[config.mk]
export PLATFORM = sky130hd
export DESIGN_NAME = pingpong_addr_ctrl
export DESIGN_NICKNAME = d
export VERILOG_FILES = /design/src/rtl/pp_pkg.sv /design/src/rtl/pp_regfile.sv /design/src/rtl/pp_slot_seq.sv /design/src/rtl/pp_status.sv /design/src/rtl/pingpong_addr_ctrl.sv
export SDC_FILE = /design/constraint.sdc
export NUM_CORES = 1
export LEC_CHECK = 0
export BUFFER_PORTS_ARGS = -buffer_cell sky130_fd_sc_hd__buf_4
export CAP_MARGIN = 15
export CORE_UTILIZATION = 45
export CTS_BUF_LIST = sky130_fd_sc_hd__clkbuf_8
export DETAILED_ROUTE_END_ITERATION = 12
export GPL_ROUTABILITY_DRIVEN = 0
export PLACE_DENSITY = 0.7
export SLEW_MARGIN = 0
export SYNTH_ARGS = -nofsm -noshare
export SYNTH_HDL_FRONTEND = slang
export SYNTH_SLANG_ARGS = --single-unit
[constraint.sdc]
create_clock -name clk -period 1.8 [get_ports clk]
set_clock_uncertainty 0.15 [all_clocks]
set_input_delay 0.09 -clock clk [delete_from_list [all_inputs] [get_ports clk]]
set_output_delay 0.09 -clock clk [all_outputs]
set_load 0.02 [all_outputs]
[src/rtl/pp_pkg.sv]
`timescale 1ns/1ps
package pp_pkg;
  localparam int IDX_CTRL  = 0;
  localparam int IDX_STAT  = 1;
  localparam int IDX_IEN   = 2;
  localparam int IDX_LOW0  = 4;
  localparam int IDX_EXT0  = 12;
  localparam int SLOT_STEP = 4;
  localparam int NPLANE    = 3;

  localparam int ST_FRM   = 0;
  localparam int ST_WERR  = 1;
  localparam int ST_OVF   = 4;
  localparam int ST_XOVF  = 7;
  localparam int ST_PANIC = 10;
  localparam int NSTAT    = 13;
  localparam int THR_LSB  = 8;

  function automatic int low_index(input int slot, input int plane);
    return IDX_LOW0 + SLOT_STEP * slot + plane;
  endfunction

  function automatic int ext_index(input int slot, input int plane);
    return IDX_EXT0 + SLOT_STEP * slot + plane;
  endfunction

  // panic when threshold nonzero and the level's top bits reach it
  function automatic logic panic_hit(input logic [7:0] lvl_top, input logic [7:0] thr);
    return (thr != 8'd0) && (lvl_top >= thr);
  endfunction
endpackage

[src/rtl/pp_regfile.sv]
`timescale 1ns/1ps
module pp_regfile import pp_pkg::*; #(
  parameter int DATA_W = 32,
  parameter int EXT_W  = 4,
  parameter int AW     = 5
) (
  input  logic                                  clk,
  input  logic                                  rst_n,
  input  logic                                  wr_en,
  input  logic [AW-1:0]                         wr_addr,
  input  logic [DATA_W-1:0]                     wr_data,
  input  logic [AW-1:0]                         rd_addr,
  input  logic [NSTAT-1:0]                      stat_q,
  output logic [DATA_W-1:0]                     rd_data,
  output logic [DATA_W-1:0]                     ctrl_q,
  output logic [NSTAT-1:0]                      ien_q,
  output logic [1:0][NPLANE-1:0][DATA_W-1:0]    low_q,
  output logic [1:0][NPLANE-1:0][EXT_W-1:0]     ext_q
);
  always_ff @(posedge clk or negedge rst_n) begin
    if (!rst_n) begin
      ctrl_q <= '0;
      ien_q  <= '0;
      low_q  <= '0;
      ext_q  <= '0;
    end else if (wr_en) begin
      if (int'(wr_addr) == IDX_CTRL) ctrl_q <= wr_data;
      if (int'(wr_addr) == IDX_IEN)  ien_q  <= wr_data[NSTAT-1:0];
      for (int s = 0; s < 2; s++) begin
        for (int p = 0; p < NPLANE; p++) begin
          if (int'(wr_addr) == low_index(s, p)) low_q[s][p] <= wr_data;
          if (int'(wr_addr) == ext_index(s, p)) ext_q[s][p] <= wr_data[EXT_W-1:0];
        end
      end
    end
  end

  always_comb begin
    rd_data = '0;
    if (int'(rd_addr) == IDX_CTRL) rd_data = ctrl_q;
    if (int'(rd_addr) == IDX_STAT) rd_data[NSTAT-1:0] = stat_q;
    if (int'(rd_addr) == IDX_IEN)  rd_data[NSTAT-1:0] = ien_q;
    for (int s = 0; s < 2; s++) begin
      for (int p = 0; p < NPLANE; p++) begin
        if (int'(rd_addr) == low_index(s, p)) rd_data = low_q[s][p];
        if (int'(rd_addr) == ext_index(s, p)) rd_data[EXT_W-1:0] = ext_q[s][p];
      end
    end
  end
endmodule

[src/rtl/pp_slot_seq.sv]
`timescale 1ns/1ps
module pp_slot_seq import pp_pkg::*; #(
  parameter int DATA_W = 32,
  parameter int EXT_W  = 4,
  localparam int TOT_W = DATA_W + EXT_W
) (
  input  logic                               clk,
  input  logic                               rst_n,
  input  logic [1:0]                         load_bits,
  input  logic [1:0][NPLANE-1:0][DATA_W-1:0] low_q,
  input  logic [1:0][NPLANE-1:0][EXT_W-1:0]  ext_q,
  input  logic                               frame_start,
  output logic [1:0]                         load_hit,
  output logic [1:0]                         fresh_q,
  output logic                               ovf_evt,
  output logic                               cur_slot,
  output logic [NPLANE-1:0][TOT_W-1:0]       out_addr
);
  logic [1:0]                         prev_q;
  logic [1:0][NPLANE-1:0][TOT_W-1:0]  shadow_q;
  logic                               nxt_slot;

  assign load_hit = load_bits ^ prev_q;
  assign nxt_slot = ~cur_slot;
  assign ovf_evt  = frame_start && !fresh_q[nxt_slot];

  always_ff @(posedge clk or negedge rst_n) begin
    if (!rst_n) begin
      prev_q   <= '0;
      shadow_q <= '0;
      fresh_q  <= '0;
      cur_slot <= 1'b1;
      out_addr <= '0;
    end else begin
      prev_q <= load_bits;
      for (int s = 0; s < 2; s++) begin
        if (load_hit[s]) begin
          for (int p = 0; p < NPLANE; p++) shadow_q[s][p] <= {ext_q[s][p], low_q[s][p]};
          fresh_q[s] <= 1'b1;
        end else if (frame_start && (nxt_slot == s[0])) begin
          fresh_q[s] <= 1'b0;
        end
      end
      if (frame_start) begin
        cur_slot <= nxt_slot;
        out_addr <= shadow_q[nxt_slot];
      end
    end
  end
endmodule

[src/rtl/pp_status.sv]
`timescale 1ns/1ps
module pp_status import pp_pkg::*; (
  input  logic              clk,
  input  logic              rst_n,
  input  logic              frame_done,
  input  logic [NPLANE-1:0] wr_err,
  input  logic              ovf_evt,
  input  logic [NPLANE-1:0] panic_vec,
  input  logic [NSTAT-1:0]  clr_vec,
  input  logic [NSTAT-1:0]  ien_q,
  output logic [NSTAT-1:0]  stat_set,
  output logic [NSTAT-1:0]  stat_q,
  output logic              irq
);
  always_comb begin
    stat_set = '0;
    stat_set[ST_FRM] = frame_done;
    for (int p = 0; p < NPLANE; p++) begin
      stat_set[ST_WERR + p]  = wr_err[p];
      stat_set[ST_OVF + p]   = ovf_evt;
      stat_set[ST_XOVF + p]  = ovf_evt && stat_q[ST_OVF + p];
      stat_set[ST_PANIC + p] = panic_vec[p];
    end
  end

  always_ff @(posedge clk or negedge rst_n) begin
    if (!rst_n) stat_q <= '0;
    else        stat_q <= (stat_q & ~clr_vec) | stat_set;
  end

  assign irq = |(stat_q & ien_q);
endmodule

[src/rtl/pingpong_addr_ctrl.sv]
`timescale 1ns/1ps
module pingpong_addr_ctrl import pp_pkg::*; #(
  parameter int DATA_W = 32,
  parameter int EXT_W  = 4,
  parameter int AW     = 5,
  parameter int LVL_W  = 4,
  parameter int THR_W  = 2,
  localparam int TOT_W = DATA_W + EXT_W
) (
  input  logic                    clk,
  input  logic                    rst_n,
  input  logic                    wr_en,
  input  logic [AW-1:0]           wr_addr,
  input  logic [DATA_W-1:0]       wr_data,
  input  logic [AW-1:0]           rd_addr,
  output logic [DATA_W-1:0]       rd_data,
  input  logic                    frame_start,
  input  logic                    frame_done,
  input  logic [NPLANE-1:0]       wr_err,
  input  logic [NPLANE*LVL_W-1:0] fill_lvl,
  output logic                    out_slot,
  output logic [TOT_W-1:0]        out_addr_y,
  output logic [TOT_W-1:0]        out_addr_u,
  output logic [TOT_W-1:0]        out_addr_v,
  output logic                    irq
);
  logic [DATA_W-1:0]                  ctrl_q;
  logic [NSTAT-1:0]                   ien_q, stat_q, stat_set, clr_vec;
  logic [1:0][NPLANE-1:0][DATA_W-1:0] low_q;
  logic [1:0][NPLANE-1:0][EXT_W-1:0]  ext_q;
  logic [1:0]                         load_hit, fresh_q;
  logic                               ovf_evt;
  logic [NPLANE-1:0][TOT_W-1:0]       out_addr;
  logic [NPLANE-1:0]                  panic_vec;

  assign clr_vec = (wr_en && int'(wr_addr) == IDX_STAT) ? wr_data[NSTAT-1:0] : '0;

  for (genvar p = 0; p < NPLANE; p++) begin : g_panic
    assign panic_vec[p] = panic_hit(8'(fill_lvl[p*LVL_W + LVL_W-1 -: THR_W]),
                                    8'(ctrl_q[THR_LSB + p*THR_W +: THR_W]));
  end

  pp_regfile #(.DATA_W(DATA_W), .EXT_W(EXT_W), .AW(AW)) u_regs (
    .clk(clk), .rst_n(rst_n), .wr_en(wr_en), .wr_addr(wr_addr), .wr_data(wr_data),
    .rd_addr(rd_addr), .stat_q(stat_q), .rd_data(rd_data), .ctrl_q(ctrl_q),
    .ien_q(ien_q), .low_q(low_q), .ext_q(ext_q));

  pp_slot_seq #(.DATA_W(DATA_W), .EXT_W(EXT_W)) u_seq (
    .clk(clk), .rst_n(rst_n), .load_bits(ctrl_q[1:0]), .low_q(low_q), .ext_q(ext_q),
    .frame_start(frame_start), .load_hit(load_hit), .fresh_q(fresh_q),
    .ovf_evt(ovf_evt), .cur_slot(out_slot), .out_addr(out_addr));

  pp_status u_stat (
    .clk(clk), .rst_n(rst_n), .frame_done(frame_done), .wr_err(wr_err),
    .ovf_evt(ovf_evt), .panic_vec(panic_vec), .clr_vec(clr_vec), .ien_q(ien_q),
    .stat_set(stat_set), .stat_q(stat_q), .irq(irq));

  assign out_addr_y = out_addr[0];
  assign out_addr_u = out_addr[1];
  assign out_addr_v = out_addr[2];
endmodule

Word-level counts from Yosys, hierarchy flattened
Cells that the tools add are included.
W data, S select, Z words.
Word-level totals
  register bits: 603
  bits in latches: 0
  bits in writable memories: 0
  bits in read-only memories: 0
  bits of input ports: 62
  word-level logic and storage cells: 123
  memories: 0
Operators by class
  add/sub/neg operators: 0
  multiply operators: 0
  div/mod/pow operators: 0
  magnitude comparators: 4
  equality and inequality tests: 28
  shift-type cells: 0
  multiplexer cells: 24
  bitwise operators: 6
  reductions and logical operators: 33
Operators with widths (count)
  $mux W32: 7
  $mux W108: 2
  $eq A5 B5 Y1 const B: 18
  $mux W13: 3
  $eq A5 B4 Y1 const B: 6
  $reduce_and A2 Y1: 14
  $and A13 B13 Y13: 2
  $mux W4: 6
  $not A13 Y13: 1
  $or A13 B13 Y13: 1
  $reduce_or A13 Y1: 1
  $eq A5 B2 Y1 const B: 2
  $eq A5 B3 Y1 const B: 2
  $logic_and A1 B1 Y1: 10
  $logic_not A5 Y1: 2
  $reduce_bool A2 Y1: 5
  $ge A2 B2 Y1: 3
  $mux W1: 6
  $lt A1 B2 Y1 const B: 1
  $xor A2 B2 Y2: 1
  $logic_not A1 Y1: 1
  $not A1 Y1: 1

Depth between registers and ports, before layout
  depth after elaboration: 16
  gate-level depth with buffers: 9
  gate-level depth less buffers: 5

Hierarchy
A second synthesis with hierarchy kept.
Second synthesis, totals
  cell total of the unflattened synthesis: 2018
  area total of the unflattened synthesis: 26595.5 um^2
Modules (own cells, without submodules)
  pp_slot_seq: instances 1, cells each 939, area each 13192.7 um^2, sequential area each 8234.1 um^2
  pp_regfile: instances 1, cells each 981, area each 12389.4 um^2, sequential area each 6531.3 um^2
  pp_status: instances 1, cells each 60, area each 629.4 um^2, sequential area each 325.3 um^2
  pingpong_addr_ctrl: instances 1, cells each 38, area each 384.1 um^2, sequential area each 0.0 um^2

Worst setup path after synthesis
Ideal clock, no wire load.
  path type: in2out
  from: in rd_addr[1]
  to: out rd_data[25]
  data arrival time: 1.696 ns
  slack: -0.136 ns
  stages on the path: 6
  path buffers: 2
  path through: buf_2 or3b_1 nor2_1 buf_4 a222oi_1 a211oi_1
On the way
  longest elaborated chain between the ends: 8
  elaborated cells between the ends (all ways): 14
  classes of those cells: 6 x eq/ne; 7 x mux; 1 x reduce/logical
RTL lines
  start, declared: RTL line pingpong_addr_ctrl.sv:15  | input logic [AW-1:0] rd_addr,
  $logic_not A5 Y1: RTL line pp_regfile.sv:40  | if (int'(rd_addr) == IDX_CTRL) rd_data = ctrl_q;
  $mux W32: RTL line pp_regfile.sv:40
  $mux W32 (5 in series): RTL line pp_regfile.sv:45  | if (int'(rd_addr) == low_index(s, p)) rd_data = low_q[s][p];
  $mux W32 (*): RTL line pp_regfile.sv:45
  end, declared: RTL line pingpong_addr_ctrl.sv:16  | output logic [DATA_W-1:0] rd_data,
Mark *: on every way between the ends. The rest lies on a longest branch, timed or not.

Worst setup path in the final report
  from: reg, netlist name u_regs.low_q[160]
  to: out rd_data[0]
On the way
  longest elaborated chain between the ends: 2
RTL lines
  $mux W32: RTL line pp_regfile.sv:45
  $mux W4: RTL line pp_regfile.sv:46  | if (int'(rd_addr) == ext_index(s, p)) rd_data[EXT_W-1:0] = ext_q[s][p];
Every way passes these cells.

==> flow_summary.yaml <==
status:
  outcome: "finished with violations"
  violations: "setup timing"
timing:
  slew_violations: 0
  period_share: 1.50
  min_period_ps: 2710
  finalSetupViolations: 62
  finalSetupTns_ps: -13310
  fmax_mhz: 370
  tightestPinTransition_ps: 549
  hold_viol: 0
  fin_hold_ws_ps: 13.4
  layout_setup_ws_ps: -906
  rsz0062_at_grt: "true"
  maxSlewHeadroom: 0.634
grt:
  grt_pass1_vias: 19400
  grt_max_degree: 84
  grt_pass1_wl_mm: 116
  antenna_found_initial: 1
  gr-usage-all-layers: 0.254
  grt_overflow_total: 0
route:
  detail_route.first_pass.iterations: 5
  drtIter0Drc: 1301
  viasPerCell: 5.59
  vias: 18500
  drc: 0
  final_antenna_net_count: 0
  routed_wl_mm: 75.8
  wl_per_cell_um: 22.9
cts:
  cts.clk_slew.worst_paths_ps: 60
  cts-root-buf: "clkbuf_8"
  cts_max_level: 3
  cts_buffers: 97
  cts_tree: "built"
  clock_latency_ps: 700
  clockBufferDepth: 3
  cts.sinks: 603
place:
  dp_hpwl_mm: 49.6
  port-buffer-count: 197
synthesis:
  ys_warn_count: 0
  yosysMostFrequentCell: "dfrtp_1"
  synthCells: 1985
  synth_fp_nets: 2053
  syn_area_per_cell_sq_um: 13.1
  synthTopCellsByArea: "dfrtp_1 58%, mux2_2 20%, mux2i_1 4.9%"
  synth_area_sq_um: 26000
  synth_top_area_frac: 0.580
  synth_seq_cells: 603
  synth_common_cells: "602 x dfrtp_1, 463 x mux2_2, 136 x nor2_1"
  synth_edf_count: 0
  ys.flop_type: "dfrtp_1"
  synth_cell_type_count: 71
  seq_area_frac_synth: 0.581
  async_flop_share: 1.00
  synth_top_area_cell: "dfrtp_1"
critical_path:
  r2r_start: "u_regs.ctrl_q[1]"
  required_ps: 1560
  cp_slowest_cell: "dfrtp_1"
  end_kind: "primary output"
  cp_cell_sequence: "or3b_4 > a211oi_4 > nor3_1 > a221oi_1 > nand3_1 > buf_6"
  critical_path_class: "reg2out"
  reg2reg_to: "u_seq.shadow_q[124]"
  startpoint_type: "flip-flop"
  worst_r2r_path_depth: 6
  r2r_slack_ps: -20
  cp_slowest_stage_delay_ps: 400
  cp_data_arrival_time_ps: 2470
  cp_max_fo: 2
floorplanning:
  ioPinCount: 204
  coreArea_sq_um: 56700
  die_height_um: 242
  dieArea_sq_um: 58700
  start_util: 0.458
  rows: 87
  dieWidth_um: 242
hold_path:
  holdPathEnd: "u_regs.ext_q[19]"
  whs_path_depth: 6
  hp-start: "wr_addr[1]"
  hold_class: "in2reg"
power:
  peakVddDrop_uv: 679
  power.density_nw_per_um2: 1460
  p_leak_nw: 16.1
finish:
  syn_to_final_growth_pct: 31.2
  final_net_count: 2545
  final.fill_count: 4328
  drive_gt1_frac: 0.458
job:
  drv_cap: 0
through the flow:
| stage | instances | instance area (sq um) | worst slack [ps] | power, W | util |
|---|---|---|---|---|---|
| detailed placement | 3014 | 30200 | -430 | 0.0355 | 0.532 |
| floorplan | 1985 | 26100 | 7.84 | 0.0290 | - |
| finish | 3314 | 34100 | -906 | 0.0498 | 0.601 |
| global placement | 3014 | 30200 | -452 | 0.0349 | 0.532 |
| CTS | 3288 | 33600 | -883 | 0.0492 | 0.593 |
| global route | 3314 | 34100 | -987 | 0.0522 | 0.601 |
worst max-delay path, delay by kind of cell (launching register included):
kind            cells  cell delay (ps)
flops               1              400
simple gates        3              690
compound gates      2              490
buf+inv             1              190
cells in the final DEF, fill, tap and decap left out, types with 14 or more instances in the layout:
cell / n
clkinv_2: 16
o22ai_1: 17
buf_4: 362
mux2_2: 449
o21ai_1: 18
buf_12: 55
nand2_1: 77
inv_1: 33
nand2b_1: 14
mux2_4: 14
a21o_1: 16
a21oi_1: 117
nor2_1: 132
mux2_1: 15
mux2i_1: 116
o21ai_0: 17
clkbuf_8: 130
a22oi_1: 27
buf_6: 30
dlygate4sd3_1: 61
dfrtp_1: 599
flip-flops by register name, indices dropped and copies added, names as in the netlist:
| name | count |
|---|---|
| u_regs.ctrl_q | 32 |
| u_seq.out_addr | 108 |
| u_stat.stat_q | 13 |
| u_seq.prev_q | 2 |
| u_regs.ien_q | 13 |
| u_regs.low_q | 192 |
| u_regs.ext_q | 24 |
| u_seq.shadow_q | 216 |
| u_seq.cur_slot | 1 |
| u_seq.fresh_q | 2 |
timing repair:
action,in CTS,in global routing
buffers inserted,35,18
hold buffers,63,1
endpoints found under the hold margin,988,33
cloned,2,8
pin swaps,61,18
resized for setup,92,37
setup endpoints to repair,37,126
logic make-up (layout without fill, tap and decap cells):
| kind of cell | count (synthesis) | in the layout | synth area share |
|---|---|---|---|
| fa+ha+maj | 6 | 6 | 0.00289 |
| buf+inv | 142 | 714 | 0.0246 |
| mux | 605 | 605 | 0.256 |
| other cells | 0 | 1 | 0 |
| xor+xnor | 4 | 4 | 0.00135 |
| compound gates | 314 | 314 | 0.0788 |
| flops | 603 | 603 | 0.581 |
| simple gates | 311 | 311 | 0.0558 |
layer usage:
metal,vias up,wire [um],part of all wire,global-route usage
met1,9510,32700,0.43,0.340
li1,8208,-,-,-
met2,635,36300,0.48,0.409
met4,0,2500,0.033,0.107
met3,156,4240,0.056,0.0429
met5,-,0,0,0
where the power goes:
part           switching [W]  internal, W  total [W]  leakage [nW]
Sequential           0.00295       0.0180     0.0210          7.56
Combinational        0.00733      0.00866     0.0160          7.30
Clock                0.00559      0.00719     0.0128          1.20
final cells by class:
| type | count | area (sq um) | area share |
|---|---|---|---|
| Sequential cell | 603 | 15100 | 0.443 |
| Multi-Input combinational cell | 1240 | 10800 | 0.315 |
| Timing Repair Buffer | 523 | 5100 | 0.150 |
| Clock buffer | 130 | 1790 | 0.0525 |
| Tap cell | 756 | 946 | 0.0277 |
| Clock inverter | 49 | 364 | 0.0107 |
| Inverter | 12 | 45.0 | 0.00132 |
| Antenna cell | 1 | 2.50 | 0.0000734 |
worst max path at each step:
stage,endpoint,from
global placement,rd_data[31],rd_addr[0]
finish,rd_data[0],u_regs.low_q[160]
detailed placement,rd_data[31],rd_addr[0]
CTS,rd_data[0],u_regs.low_q[160]
global route,rd_data[0],u_regs.low_q[160]
floorplan,u_seq.out_addr[0],u_seq.cur_slot
Note: power is estimated with default switching activity, not from simulation.
